## src/rtl/ecc_term_pkg.sv

```systemverilog
package ecc_term_pkg;

    parameter int MODE_W = 2;

    typedef enum logic [2:0] {
        ST_IDLE,
        ST_WAIT_CHK,
        ST_EARLY_ACK,
        ST_TERM_OK,
        ST_TERM_ERR,
        ST_RETRY_HALT,
        ST_RETRY_REL
    } term_state_t;

    typedef struct packed {
        logic early_ack;
        logic retry_on_err;
    } term_policy_t;

    function automatic term_policy_t decode_mode(input logic [MODE_W-1:0] m);
        term_policy_t p;
        unique case (m)
            2'd0:    begin p.early_ack = 1'b0; p.retry_on_err = 1'b1; end
            2'd1:    begin p.early_ack = 1'b0; p.retry_on_err = 1'b0; end
            2'd2:    begin p.early_ack = 1'b1; p.retry_on_err = 1'b0; end
            default: begin p.early_ack = 1'b1; p.retry_on_err = 1'b1; end
        endcase
        return p;
    endfunction

endpackage

```

## src/rtl/ecc_term_mode.sv

```systemverilog
module ecc_term_mode
    import ecc_term_pkg::*;
(
    input  logic              clk,
    input  logic              rst_n,
    input  logic              in_idle,
    input  logic              start,
    input  logic [MODE_W-1:0] mode_cfg,
    output term_policy_t      policy
);

    term_policy_t live_pol;
    term_policy_t held_pol;

    assign live_pol = decode_mode(mode_cfg);

    always_ff @(posedge clk or negedge rst_n) begin
        if (!rst_n) begin
            held_pol <= '0;
        end else if (start) begin
            held_pol <= live_pol;
        end
    end

    assign policy = in_idle ? live_pol : held_pol;

endmodule

```

## src/rtl/ecc_term_fsm.sv

```systemverilog
module ecc_term_fsm
    import ecc_term_pkg::*;
#(
    parameter int RETRY_MAX = 1
) (
    input  logic         clk,
    input  logic         rst_n,
    input  logic         acc_req,
    input  logic         chk_done,
    input  logic         chk_err,
    input  logic         wb_done,
    input  term_policy_t policy,
    output term_state_t  state,
    output term_state_t  nxt
);

    localparam int RCNT_W = (RETRY_MAX < 1) ? 1 : $clog2(RETRY_MAX + 1);

    logic retry_left;
    logic enter_retry;
    logic end_access;

    assign enter_retry = (nxt == ST_RETRY_HALT) && (state != ST_RETRY_HALT);
    assign end_access  = (nxt == ST_IDLE) && (state != ST_IDLE) &&
                         (state != ST_RETRY_HALT) && (state != ST_RETRY_REL);

    generate
        if (RETRY_MAX > 0) begin : g_retry_cnt
            logic [RCNT_W-1:0] rcnt;
            always_ff @(posedge clk or negedge rst_n) begin
                if (!rst_n) begin
                    rcnt <= '0;
                end else if (end_access) begin
                    rcnt <= '0;
                end else if (enter_retry) begin
                    rcnt <= rcnt + 1'b1;
                end
            end
            assign retry_left = (rcnt < RCNT_W'(RETRY_MAX));
        end else begin : g_no_retry
            assign retry_left = 1'b0;
        end
    endgenerate

    // state register
    always_ff @(posedge clk or negedge rst_n) begin
        if (!rst_n) begin
            state <= ST_IDLE;
        end else begin
            state <= nxt;
        end
    end

    // next-state logic
    always_comb begin
        nxt = state;
        unique case (state)
            ST_IDLE: begin
                if (acc_req) begin
                    nxt = policy.early_ack ? ST_EARLY_ACK : ST_WAIT_CHK;
                end
            end
            ST_WAIT_CHK, ST_EARLY_ACK: begin
                if (!acc_req) begin
                    nxt = ST_IDLE;
                end else if (chk_done) begin
                    if (!chk_err) begin
                        nxt = ST_TERM_OK;
                    end else if (policy.retry_on_err && retry_left) begin
                        nxt = ST_RETRY_HALT;
                    end else begin
                        nxt = ST_TERM_ERR;
                    end
                end
            end
            ST_TERM_OK, ST_TERM_ERR, ST_RETRY_REL: begin
                if (!acc_req) begin
                    nxt = ST_IDLE;
                end
            end
            ST_RETRY_HALT: begin
                if (wb_done) begin
                    nxt = acc_req ? ST_RETRY_REL : ST_IDLE;
                end
            end
            default: nxt = ST_IDLE;
        endcase
    end

endmodule

```

## src/rtl/ecc_term_drv.sv

```systemverilog
module ecc_term_drv
    import ecc_term_pkg::*;
(
    input  logic        clk,
    input  logic        rst_n,
    input  term_state_t state,
    input  term_state_t nxt,
    input  logic        acc_req,
    output logic        ack_n,
    output logic        berr_n,
    output logic        halt_n,
    output logic        fix_req
);

    logic ack_d;
    logic berr_d;
    logic halt_d;
    logic fix_d;

    always_comb begin
        ack_d  = (nxt == ST_EARLY_ACK) || (nxt == ST_TERM_OK);
        berr_d = (nxt == ST_TERM_ERR) ||
                 (((nxt == ST_RETRY_HALT) || (nxt == ST_RETRY_REL)) && acc_req);
        halt_d = (nxt == ST_RETRY_HALT);
        fix_d  = (nxt == ST_RETRY_HALT) && (state != ST_RETRY_HALT);
    end

    // output register
    always_ff @(posedge clk or negedge rst_n) begin
        if (!rst_n) begin
            ack_n   <= 1'b1;
            berr_n  <= 1'b1;
            halt_n  <= 1'b1;
            fix_req <= 1'b0;
        end else begin
            ack_n   <= ~ack_d;
            berr_n  <= ~berr_d;
            halt_n  <= ~halt_d;
            fix_req <= fix_d;
        end
    end

endmodule

```

## src/rtl/ecc_term_gen.sv

```systemverilog
module ecc_term_gen
    import ecc_term_pkg::*;
#(
    parameter int RETRY_MAX = 1
) (
    input  logic       clk,
    input  logic       rst_n,
    input  logic [1:0] mode_cfg,
    input  logic       acc_req,
    input  logic       chk_done,
    input  logic       chk_err,
    input  logic       wb_done,
    output logic       ack_n,
    output logic       berr_n,
    output logic       halt_n,
    output logic       fix_req
);

    term_state_t  state;
    term_state_t  nxt;
    term_policy_t policy;
    logic         in_idle;

    assign in_idle = (state == ST_IDLE);

    ecc_term_mode u_mode (
        .clk      (clk),
        .rst_n    (rst_n),
        .in_idle  (in_idle),
        .start    (in_idle && acc_req),
        .mode_cfg (mode_cfg),
        .policy   (policy)
    );

    ecc_term_fsm #(.RETRY_MAX(RETRY_MAX)) u_fsm (
        .clk      (clk),
        .rst_n    (rst_n),
        .acc_req  (acc_req),
        .chk_done (chk_done),
        .chk_err  (chk_err),
        .wb_done  (wb_done),
        .policy   (policy),
        .state    (state),
        .nxt      (nxt)
    );

    ecc_term_drv u_drv (
        .clk     (clk),
        .rst_n   (rst_n),
        .state   (state),
        .nxt     (nxt),
        .acc_req (acc_req),
        .ack_n   (ack_n),
        .berr_n  (berr_n),
        .halt_n  (halt_n),
        .fix_req (fix_req)
    );

endmodule

```

## config.mk

```make
export PLATFORM = sky130hd
export DESIGN_NAME = ecc_term_gen
export DESIGN_NICKNAME = d
export VERILOG_FILES = /design/src/rtl/ecc_term_pkg.sv /design/src/rtl/ecc_term_mode.sv /design/src/rtl/ecc_term_fsm.sv /design/src/rtl/ecc_term_drv.sv /design/src/rtl/ecc_term_gen.sv
export SDC_FILE = /design/constraint.sdc
export NUM_CORES = 1
export LEC_CHECK = 0
export ABC_AREA = 1
export CORE_MARGIN = 10
export CORE_UTILIZATION = 46
export CTS_BUF_LIST = sky130_fd_sc_hd__clkbuf_8
export DETAILED_ROUTE_END_ITERATION = 16
export HOLD_SLACK_MARGIN = 0.08
export PLACE_DENSITY = 0.78
export SYNTH_ARGS = -nofsm -noshare
export SYNTH_HDL_FRONTEND = slang
export SYNTH_SLANG_ARGS = --single-unit
```

## constraint.sdc

```tcl
create_clock -name clk -period 1.15 [get_ports clk]
set_input_delay 0.345 -clock clk [delete_from_list [all_inputs] [get_ports clk]]
set_output_delay 0.345 -clock clk [all_outputs]
set_load 0.03 [all_outputs]
```

==> run summary <==
vias per cell = 5.217
pre-CTS WS = -0.6243 ns
min-delay worst type = input pin to asynchronous set/reset pin
pin count of the biggest net entering global routing = 10
Port-buffer cells = 11
FF+latch count, synth = 9
crit-path max cell delay = 0.45 ns
Final Wtd Congestion = 0.8649
Synth area leader = dfrtp_1
Avg WL per Cell = 14.38 um
Primary FF master, synth = dfrtp_1
crit share post-route = 124.1%
initial antenna violation count = 0
DP Area = 809.5 um^2
share of layout cells above drive strength 1 = 55.66%
CP max-delay cell = dfrtp_2
Rel. slew slack = 74.33%
Ys Warns = 0
TritonRoute pass-1 iters = 4
Total Routing Usage GR = 12.10%
Crit Path Max Fanout = 6
Post-synth top cells = nand2_1 (19), inv_1 (12), dfrtp_1 (6)
DR vias = 626
Cell Rows = 12
Critical Path Sink Type = flip-flop
worst clock skew = 0.003880 ns
total power = 2.122 mW
Inserted Clock Buffers = 3
grt ovf = 0
Cell Chain, Critical Path = buf_4, nor3_1, nand2_2, nand2_2, nand4_1, a21oi_2
CTS tree = yes
Post-synth EDFFs = 0
Post-Synthesis Cell Area = 599.3 um^2
# DRC = 0
Lkg Pwr = 0.4861 nW
most common cell in the synthesized netlist = nand2_1
root buffer cell = clkbuf_8
max cap viols = 0
Worst Max-Slew Pin Slew = 0.3838 ns
CTS Hold Bufs = 0
Hold Fails Final Rpt = 0
WL final = 1725 um
RSZ-0062 raised after global routing = true
first-pass GRT wire length = 3098 um
die area = 3147 um^2
Starting Density = 51.18%
Unique masters post-synth = 23
PwrDens = 2286 nW/um^2
VDD IR max = 1726 uV
clock sink count = 9
io pins = 12
DRT iter0 DRCs = 26
Worst Path Required = 1.30 ns
CORE AREA = 1171 um^2
Max Fclk = 0.7006 GHz
area delta synth->final = 54.91%
clock latency on the worst-skew pair = 0.23 ns
failing checks = setup timing
status = complete, but fails checks
CP most frequent cell = nand2_2
Final Max Tran Viols = 0
CP startpoint kind = flip-flop
post-synthesis sequential area ratio = 38.20%
Die Y = 56.10 um
min Tclk post-route = 1.427 ns
Synth top area share = 25.05%
Final Cell Area = 928.4 um^2
clk slew on worst S/H paths = 0.04 ns
Reg2Reg Depth = 6
Post-Synthesis Cells = 79
# nets final = 117
die width = 56.10 um
vias in the first global route = 705
H-tree depth = 1
setup ws final = -0.2774 ns
Post-synth ARST share = 100.0%
final setup fails = 12
CP Class = flip-flop to flip-flop
Crit path arrival time = 1.58 ns
Max clock buf depth = 2
dpl hpwl = 1105 um
top post-synthesis cells by area = dfrtp_1 (25%), dfstp_2 (13%), nand2_1 (12%)
antenna viol nets, final = 0
Mean Syn Cell Area = 7.586 um^2
Antenna Cells = 0
Filler Cells Inserted = 73
post-synth net total = 89
[registers in the layout, indices dropped and copies added, names as in the netlist]
register and flops:
u_fsm.state 3, u_fsm.g_retry_cnt.rcnt 1, u_drv.fix_req 1, u_drv.halt_n 1, u_drv.ack_n 1, u_mode.held_pol 1, u_drv.berr_n 1
[cell usage in the layout (no fill, tap or decap), types with 2 or more instances in the layout]
master          n
nor2_2          3
nand2_2        12
nor2_1          3
inv_2           5
nand3b_1        2
clkbuf_8        3
dlygate4sd2_1   6
dfstp_2         3
buf_4          13
nor2_4          4
nand2_4         2
nand4_1         3
inv_1          11
ha_2            2
buf_6           3
dfrtp_2         3
nand3_1         3
nand2_1        11
dfrtp_1         3
[metrics by stage]
step                setup TNS, ns  std cells  hold slack [ns]  utilization [%]
floorplan                 -0.1390         79          0.04941                -
global placement           -4.463        114           0.5083            69.12
detailed placement         -4.772        114           0.5090            69.12
CTS                        -1.150        120           0.4130            77.46
global route               -2.165        120           0.4242            79.27
finish                     -1.693        120           0.4023            79.27
[area by class of cell]
| class | count | area, um^2 | area share, % |
|---|---|---|---|
| clock buffers | 3 | 41.29 | 4.447 |
| clock inverters | 1 | 3.754 | 0.4043 |
| inverters | 15 | 56.30 | 6.065 |
| multi-input cells | 55 | 382.9 | 41.24 |
| flip-flops and latches | 9 | 232.7 | 25.07 |
| well taps | 14 | 17.52 | 1.887 |
| repair buffers | 23 | 193.9 | 20.89 |
[critical path, delay by kind of cell (launching register included)]
family	cells	cell delay, ns
buf+inv	1	0.16
compound gates	1	0.15
simple gates	4	0.59
flops	1	0.45
[power by group]
part,total (mW),switching [mW],internal [mW]
Combinational,1.17,0.655,0.516
Sequential,0.599,0.142,0.457
Clock,0.352,0.120,0.232
Total,2.12,0.917,1.20
[repair_timing]
| action | in CTS | in global routing |
|---|---|---|
| gates resized for setup | 21 | 7 |
| pin swaps | 14 | 11 |
| endpoints found under the setup margin | 12 | 12 |
| buffers inserted | 2 | 0 |
[cell families after synthesis]
kind of cell	count (synthesis)	synth area share (%)
fa+ha+maj	2	4.175
compound gates	3	3.130
flops	9	38.20
simple gates	48	41.75
xor+xnor	1	1.462
mux	1	1.879
buf+inv	15	9.394
[path summary, 6_finish.rpt]
check	from	endpoint	slack (ns)
min	rst_n	u_fsm.state[1]	0.40
max in group asynchronous	rst_n	u_drv.halt_n	0.44
max reg2reg	u_fsm.state[2]	u_fsm.g_retry_cnt.rcnt	-0.28
min in group clk	u_mode.held_pol[0]	u_mode.held_pol[0]	0.55
min reg2reg	u_mode.held_pol[0]	u_mode.held_pol[0]	0.55
max	u_fsm.state[2]	u_fsm.g_retry_cnt.rcnt	-0.28
[routing by layer]
layer	global-route usage, %	vias up	share of wire [%]
li1	-	304	-
met5	0	-	0
met4	4.778	0	0.81
met3	7.289	2	5.8
met2	20.47	25	52
met1	11.63	295	41
No activity file was read; power rests on OpenSTA's default activity.
